**src/rtl/strand_sts_pkg.sv**
```systemverilog
// Shared layout constants and encodings for the strand status register.
// Assumes a 32-bit status word, an 8-bit strand identifier and groups of four.
package strand_sts_pkg;
    localparam int STS_DATA_W    = 32;
    localparam int STS_ID_W      = 8;
    localparam int GROUP_N       = 4;
    localparam int ST_W          = 2;
    localparam int BIT_ACTIVE    = 0;
    localparam int BIT_SPEC      = 1;
    localparam int BIT_SPEC_EN   = 2;
    localparam int ID_LSB        = 8;
    localparam int FIELD0_LSB    = 22;
    localparam int FIELD_STRIDE  = 2;

    // Raw strand states as supplied by the scheduler.
    typedef enum logic [ST_W-1:0] {
        RAW_ACTIVE = 2'b00,
        RAW_SUSP   = 2'b01,
        RAW_HALTED = 2'b10,
        RAW_BAD    = 2'b11
    } raw_state_e;

    // Codes presented in the read word.
    typedef enum logic [ST_W-1:0] {
        FLD_NONE = 2'b00,
        FLD_RUN  = 2'b01,
        FLD_IDLE = 2'b10,
        FLD_HALT = 2'b11
    } fld_code_e;
endpackage

```
**src/rtl/strand_state_enc.sv**
```systemverilog
// Maps one member's raw scheduler state to its read-field code.
// Purely combinational. An unknown raw value yields FLD_NONE and sets bad.
module strand_state_enc
    import strand_sts_pkg::*;
(
    input  logic [ST_W-1:0] raw,
    output logic [ST_W-1:0] code,
    output logic            bad
);
    // Translate the raw state into the field encoding.
    always_comb begin
        bad  = 1'b0;
        case (raw)
            RAW_ACTIVE: code = FLD_RUN;
            RAW_SUSP:   code = FLD_IDLE;
            RAW_HALTED: code = FLD_HALT;
            default: begin
                code = FLD_NONE;
                bad  = 1'b1;
            end
        endcase
    end

    // the empty code appears only together with the error flag.
    always_comb begin
        assert_code_flag_R8: assert ((code == FLD_NONE) == bad)
            else $error("encoder code/flag mismatch");
    end
endmodule

```
**src/rtl/strand_sts_ctrl.sv**
```systemverilog
// Holds the active bit and issues the sleep and illegal-write pulses.
// Assumes that a write is a single-cycle strobe. The outputs are registered
// and are high in the cycle after the write edge.
module strand_sts_ctrl
    import strand_sts_pkg::*;
(
    input  logic clk,
    input  logic rst_n,
    input  logic wr_en,
    input  logic wr_active,
    input  logic wr_spec_en,
    output logic active,
    output logic sleep_req,
    output logic wr_err
);
    logic legal_wr;
    logic illegal_wr;

    // Split a write into the legal and the rejected case.
    always_comb begin
        legal_wr   = wr_en && !wr_spec_en;
        illegal_wr = wr_en &&  wr_spec_en;
    end

    // Store the active bit and form the one-cycle pulses.
    always_ff @(posedge clk) begin
        if (!rst_n) begin
            active    <= 1'b1;
            sleep_req <= 1'b0;
            wr_err    <= 1'b0;
        end else begin
            if (legal_wr) active <= wr_active;
            sleep_req <= legal_wr && !wr_active;
            wr_err    <= illegal_wr;
        end
    end

    // a rejected write leaves the active bit untouched.
    assert_illegal_keeps_R3: assert property (@(posedge clk) disable iff (!rst_n)
        (wr_en && wr_spec_en) |=> $stable(active));

    // a rejected write never asks for sleep.
    assert_err_no_sleep_R3: assert property (@(posedge clk) disable iff (!rst_n)
        !(sleep_req && wr_err));

    // a sleep request always leaves the strand inactive.
    assert_sleep_inactive_R4: assert property (@(posedge clk) disable iff (!rst_n)
        sleep_req |-> !active);

    // a request without a write does not outlive one cycle.
    assert_sleep_pulse_R4: assert property (@(posedge clk) disable iff (!rst_n)
        (sleep_req && !wr_en) |=> !sleep_req);

    // a legal write lands in the active bit.
    assert_store_bit0_R2: assert property (@(posedge clk) disable iff (!rst_n)
        (wr_en && !wr_spec_en) |=> (active == $past(wr_active)));
endmodule

```
**src/rtl/strand_sts_compose.sv**
```systemverilog
// Assembles the read word from the stored bits, the identifier and the
// member codes. Member k's field sits FIELD_STRIDE*k bits below field 0.
module strand_sts_compose
    import strand_sts_pkg::*;
#(
    parameter int DATA_W = STS_DATA_W,
    parameter int ID_W   = STS_ID_W
) (
    input  logic                            active,
    input  logic                            spec,
    input  logic [ID_W-1:0]                 strand_id,
    input  logic [GROUP_N-1:0][ST_W-1:0]    codes,
    output logic [DATA_W-1:0]               word
);
    // Place every item at its fixed position in the word.
    always_comb begin
        word               = '0;
        word[BIT_ACTIVE]   = active;
        word[BIT_SPEC]     = spec;
        word[ID_LSB +: ID_W] = strand_id;
        for (int k = 0; k < GROUP_N; k++) begin
            word[FIELD0_LSB - k*FIELD_STRIDE +: ST_W] = codes[k];
        end
    end
endmodule

```
**src/rtl/strand_status_reg.sv**
```systemverilog
// Top of the strand status register. It stores the active bit, issues the
// sleep and error pulses, and composes the live read word from the states of
// the four strands in the aligned group.
// Assumes that member_state[2k+1:2k] comes from the group member whose
// identifier has low bits k.
module strand_status_reg
    import strand_sts_pkg::*;
#(
    parameter int DATA_W = STS_DATA_W,
    parameter int ID_W   = STS_ID_W
) (
    input  logic                     clk,
    input  logic                     rst_n,
    input  logic                     wr_en,
    input  logic [DATA_W-1:0]        wr_data,
    input  logic [ID_W-1:0]          strand_id,
    input  logic [GROUP_N*ST_W-1:0]  member_state,
    output logic [DATA_W-1:0]        rd_data,
    output logic                     sleep_req,
    output logic                     wr_err,
    output logic                     state_err
);
    localparam int FIELD_TOP = FIELD0_LSB + ST_W - 1;

    logic                         active;
    logic [GROUP_N-1:0][ST_W-1:0] codes;
    logic [GROUP_N-1:0]           bad;

    strand_sts_ctrl u_ctrl (
        .clk        (clk),
        .rst_n      (rst_n),
        .wr_en      (wr_en),
        .wr_active  (wr_data[BIT_ACTIVE]),
        .wr_spec_en (wr_data[BIT_SPEC_EN]),
        .active     (active),
        .sleep_req  (sleep_req),
        .wr_err     (wr_err)
    );

    for (genvar k = 0; k < GROUP_N; k++) begin : g_member
        strand_state_enc u_enc (
            .raw  (member_state[k*ST_W +: ST_W]),
            .code (codes[k]),
            .bad  (bad[k])
        );
    end

    // Flag any member whose raw state is not recognised.
    always_comb state_err = |bad;

    strand_sts_compose #(.DATA_W(DATA_W), .ID_W(ID_W)) u_compose (
        .active    (active),
        .spec      (1'b0),
        .strand_id (strand_id),
        .codes     (codes),
        .word      (rd_data)
    );

    // an error implies at least one empty field in the read word.
    assert_err_field_R8: assert property (@(posedge clk) disable iff (!rst_n)
        state_err |-> ((rd_data[FIELD_TOP -: ST_W] == 2'b00) ||
                       (rd_data[FIELD_TOP-2 -: ST_W] == 2'b00) ||
                       (rd_data[FIELD_TOP-4 -: ST_W] == 2'b00) ||
                       (rd_data[FIELD_TOP-6 -: ST_W] == 2'b00)));

    // bits above the fields stay zero.
    assert_top_zero_R5: assert property (@(posedge clk) disable iff (!rst_n)
        rd_data[DATA_W-1:FIELD_TOP+1] == '0);
endmodule

```
**config.mk**
```make
export PLATFORM = sky130hd
export DESIGN_NAME = strand_status_reg
export DESIGN_NICKNAME = d
export VERILOG_FILES = /design/src/rtl/strand_sts_pkg.sv /design/src/rtl/strand_state_enc.sv /design/src/rtl/strand_sts_ctrl.sv /design/src/rtl/strand_sts_compose.sv /design/src/rtl/strand_status_reg.sv
export SDC_FILE = /design/constraint.sdc
export NUM_CORES = 1
export LEC_CHECK = 0
export BUFFER_PORTS_ARGS = -buffer_cell sky130_fd_sc_hd__buf_2
export CORE_UTILIZATION = 24
export DETAILED_ROUTE_END_ITERATION = 8
export GPL_ROUTABILITY_DRIVEN = 0
export PLACE_DENSITY_LB_ADDON = 0.15
export SETUP_SLACK_MARGIN = 0.2
export SLEW_MARGIN = 20
export SYNTH_ARGS = -nofsm -noshare
export SYNTH_HDL_FRONTEND = slang
export SYNTH_SLANG_ARGS = --single-unit
```
**constraint.sdc**
```tcl
create_clock -name clk -period 1.1 [get_ports clk]
set_input_delay 0.22 -clock clk [delete_from_list [all_inputs] [get_ports clk]]
set_output_delay 0.22 -clock clk [all_outputs]
set_load 0.03 [all_outputs]
```
== Word level (Yosys, flattened, before mapping) ==
Cells that the tools add are included.

* Reduce and logical (&&, ||, !) cells: 14
* Multiplexer cells: 8
* Eq/ne operators: 8

{| class="wikitable"
|+ Operators with widths
! kind !! count
|-
| 2-bit case mux with 3 select lines || 4
|-
| 3-bit OR reduction || 4
|-
| 2-bit by 1-bit equality test with 1-bit output (second input constant) || 4
|-
| 2-bit equality test (second input constant) || 4
|-
| 2-bit logical NOT || 4
|-
| 1-bit two-way mux || 4
|-
| 4-bit OR reduction || 1
|-
| 1-bit logical AND || 3
|-
| 1-bit logical NOT || 2
|}

* Bits in registers: 3

== Logic depth before layout (Yosys ltp) ==
* Depth in word-level cells: 4
* Gate-level depth with buffers: 3

== Cells and area by module ==
Synthesis repeated with hierarchy kept, for this count alone.

* Cells, all modules: 67
* Area total of the unflattened synthesis: 573.0 µm²

{| class="wikitable"
|+ By module, submodules not included
! module !! instances !! cells an instance !! area each (µm²)
|-
| strand_sts_compose || 1 || 33 || 244.0
|-
| strand_state_enc || 4 || 6 || 55.1
|-
| strand_sts_ctrl || 1 || 8 || 97.6
|-
| strand_status_reg || 1 || 2 || 11.3
|}

== Worst setup path before layout ==
Ideal clock, no wire load.

* Kind: input -> output
* From: input port member_state[2]
* To: output port state_err
* Stages: 2
* Arrival: 1.069 ns
* Setup slack: -0.189 ns
* Path through: ha_1 > or4_1

* Longest elaborated chain between the ends: 4
* Elaborated cells between the ends (all ways): 6
* Those cells by class: eq/ne: 2; mux: 1; reduce/logical: 3

{| class="wikitable"
|+ RTL lines
! what !! RTL line !! text
|-
| from (decl) || strand_status_reg.sv:17 || <nowiki>input logic [GROUP_N*ST_W-1:0] member_state,</nowiki>
|-
| 2-bit by 1-bit equality test with 1-bit output, or another cell as far along || strand_state_enc.sv:13 || <nowiki>case (raw)</nowiki>
|-
| 3-bit OR reduction (no line) (*) || -- ||
|-
| 1-bit two-way mux (*) || strand_state_enc.sv:13 ||
|-
| 4-bit OR reduction (*) || strand_status_reg.sv:49 || <nowiki>always_comb state_err = |bad;</nowiki>
|-
| to (decl) || strand_status_reg.sv:21 || <nowiki>output logic state_err</nowiki>
|}

Every way passes the cells marked *; elsewhere a longest branch is shown, timed or not.

== Final worst setup path ==
* From: input port member_state[4]
* To: output port state_err

The elaborated chain is that of the path after synthesis.

==> metrics.cfg <==
[die]
io_pins = 86
core_area_mm2 = 0.00194
start_util_pct = 25.3
die_h_um = 47.3
die_x_um = 47.3
dieArea_mm2 = 0.00223
rows = 16

[place]
dp.cells = 106
dp_hpwl_um = 615
io_buffers = 24
dp_slack_ns = -0.313

[grt]
grt_use_met2_pct = 15.1
grt_use_met1_pct = 7.45
busiest_layer = met2
grt_pass1_wl_um = 1260
antenna_found_initial = 0
grt_use_met3_pct = 4.23
grt_max_degree = 4
grtUsageTotal_pct = 8.18
grt_pass1_vias = 345
gr-total-overflow = 0

[detailed_routing]
vias = 390
antenna_left = 0
route.detailed.drc = 0
vias_per_cell = 3.51
drt_iter0_markers = 0
wl_um = 836
dr.pass1.iters = 1
wl_per_cell_um = 7.53

[timing]
final-setup-viol-count = 6
rsz0062_at_grt = true
fmaxAchievable_ghz = 0.734
layout_min_cycle_time_ns = 1.36
fin_hold_ws_ns = 0.202
hold_viol_final = 0
skew_ns = 0
slew_viol_final = 0
tns_ns = -0.634
setup_ws_ns = -0.262
fin_crit_sh_pct = 124

[worst_setup_path]
startpoint_type = input port
slowest_stage = or4_4
crit_path_max_incr_delay_ns = 0.53
arrival_ns = 1.14
path_buf_inv = 2
critPathMaxFanout = 2
crit_path_end_kind = output pin
cpLargestDelayFamily = simple AND/OR/NAND/NOR gates
cp.required_ns = 0.88
crit_chain = buf_8 -> ha_4 -> or4_4 -> buf_6
path_class = input port to output pin

[status]
status = finished, violations left
violations = setup timing

[finish]
stdcell_count = 111
num_antenna_cells = 0
final_core_util_pct = 48.3
fin_nets = 148
drive_gt1_share_pct = 75.0
area_delta_synth_final_pct = 90.8

[cts]
cts_made_buffers = 3
clk_pin_slew_ns = 0.04
clockRootBuffer = clkbuf_4
worstSkewPairLatency_ns = 0.23
cts_tree = done
ctsHoldBuffers = 0
clock_sinks = 3
htreeDepth = 1
clk_path_buf_depth = 2

[logic_synthesis]
yosys_warnings = 0
synth_area_per_cell_um2 = 8.48
seq_area_frac_synth_pct = 12.2
synthCells = 58
synth_cell_types = 11
synth_area_um2 = 492
ys_seq_elements = 3

[power]
power_density_mw_per_mm2 = 759
ir_drop_uv = 398
power_leakage_nw = 0.448

[hold_path]
hold_class = input port to flip-flop

[job]
cap_violations = 0

-- registers in the layout (all words and copies together), names as in the netlist --
register	flops
u_ctrl.wr_err	1
u_ctrl.sleep_req	1
u_ctrl.active	1
-- final timing paths --
path	cells after the start	endpoint	slack, ns	startpoint
max	4	state_err	-0.26	member_state[4]
min	2	u_ctrl.active	0.20	rst_n
max reg2reg	2	u_ctrl.active	0.56	u_ctrl.active
min reg2reg	2	u_ctrl.active	0.45	u_ctrl.active
-- repair_timing --
action / CTS / global route
endpoints found under the setup margin: 12 / 12
setup buffers: 0 / 1
gates resized for setup: 62 / 10
pin swaps: 8 / 5
-- cell families (layout without fill, tap and decap cells) --
kind of cell	after synthesis	after routing	share of synthesized area [%]
DFF	3	3	12.2
other	1	15	0.763
AOI/OAI and AO/OA	1	1	1.27
and+or+nand+nor	8	8	11.7
buffers and inverters	33	45	43.5
adders and majority gates	12	12	30.5
-- placed cells by master, fill, tap and decap left out --
cell      count
inv_6         3
buf_4         1
inv_2         1
or2_4         4
and3_1        1
ha_4         10
inv_4         4
or4_4         1
clkbuf_1      1
nand2b_1      1
buf_6        21
conb_1       15
buf_8         5
buf_2         5
a31oi_1       1
clkbuf_4      3
inv_1         1
ha_2          1
and4bb_2      1
dfxtp_2       3
ha_1          1
-- cells in the mapped netlist (all sizes together) --
| cell | instances | area share [%] |
|---|---|---|
| or2 | 4 | 5.1 |
| dfxtp | 3 | 12 |
| inv | 9 | 6.9 |
| conb | 1 | 0.76 |
| and3 | 1 | 1.3 |
| nand2b | 1 | 1.3 |
| and4bb | 1 | 2.5 |
| a31oi | 1 | 1.3 |
| ha | 12 | 31 |
| buf | 24 | 37 |
| or4 | 1 | 1.5 |
-- routing by layer --
layer  share of wire, %  vias to the layer above
met1                 32                      179
met5                  0                        -
met3                 11                        0
met2                 57                       22
li1                   -                      189
met4                  0                        0
-- stage by stage --
step,total power (W),instance area (um^2)
global route,0.000767,938
floorplan,0.000421,603
CTS,0.000714,903
detailed placement,0.000400,629
finish,0.000712,938
global placement,0.000399,629
-- power breakdown --
group | leakage [nW] | switching, W | total, W | internal, W
clock network | 0.0150 | 0.0000530 | 0.000189 | 0.000136
logic | 0.408 | 0.000225 | 0.000407 | 0.000182
registers | 0.0250 | 0.00000205 | 0.000117 | 0.000114
total | 0.448 | 0.000280 | 0.000712 | 0.000433
-- area by class of cell --
cell class,instances,area [um^2]
multi-input combinational,36,412
sequential,3,63.8
tap,27,33.8
clock buffer,4,26.3
fill,195,1000
inverter,9,58.8
timing repair buffer,32,344
Power figures use the tool's default switching activity.
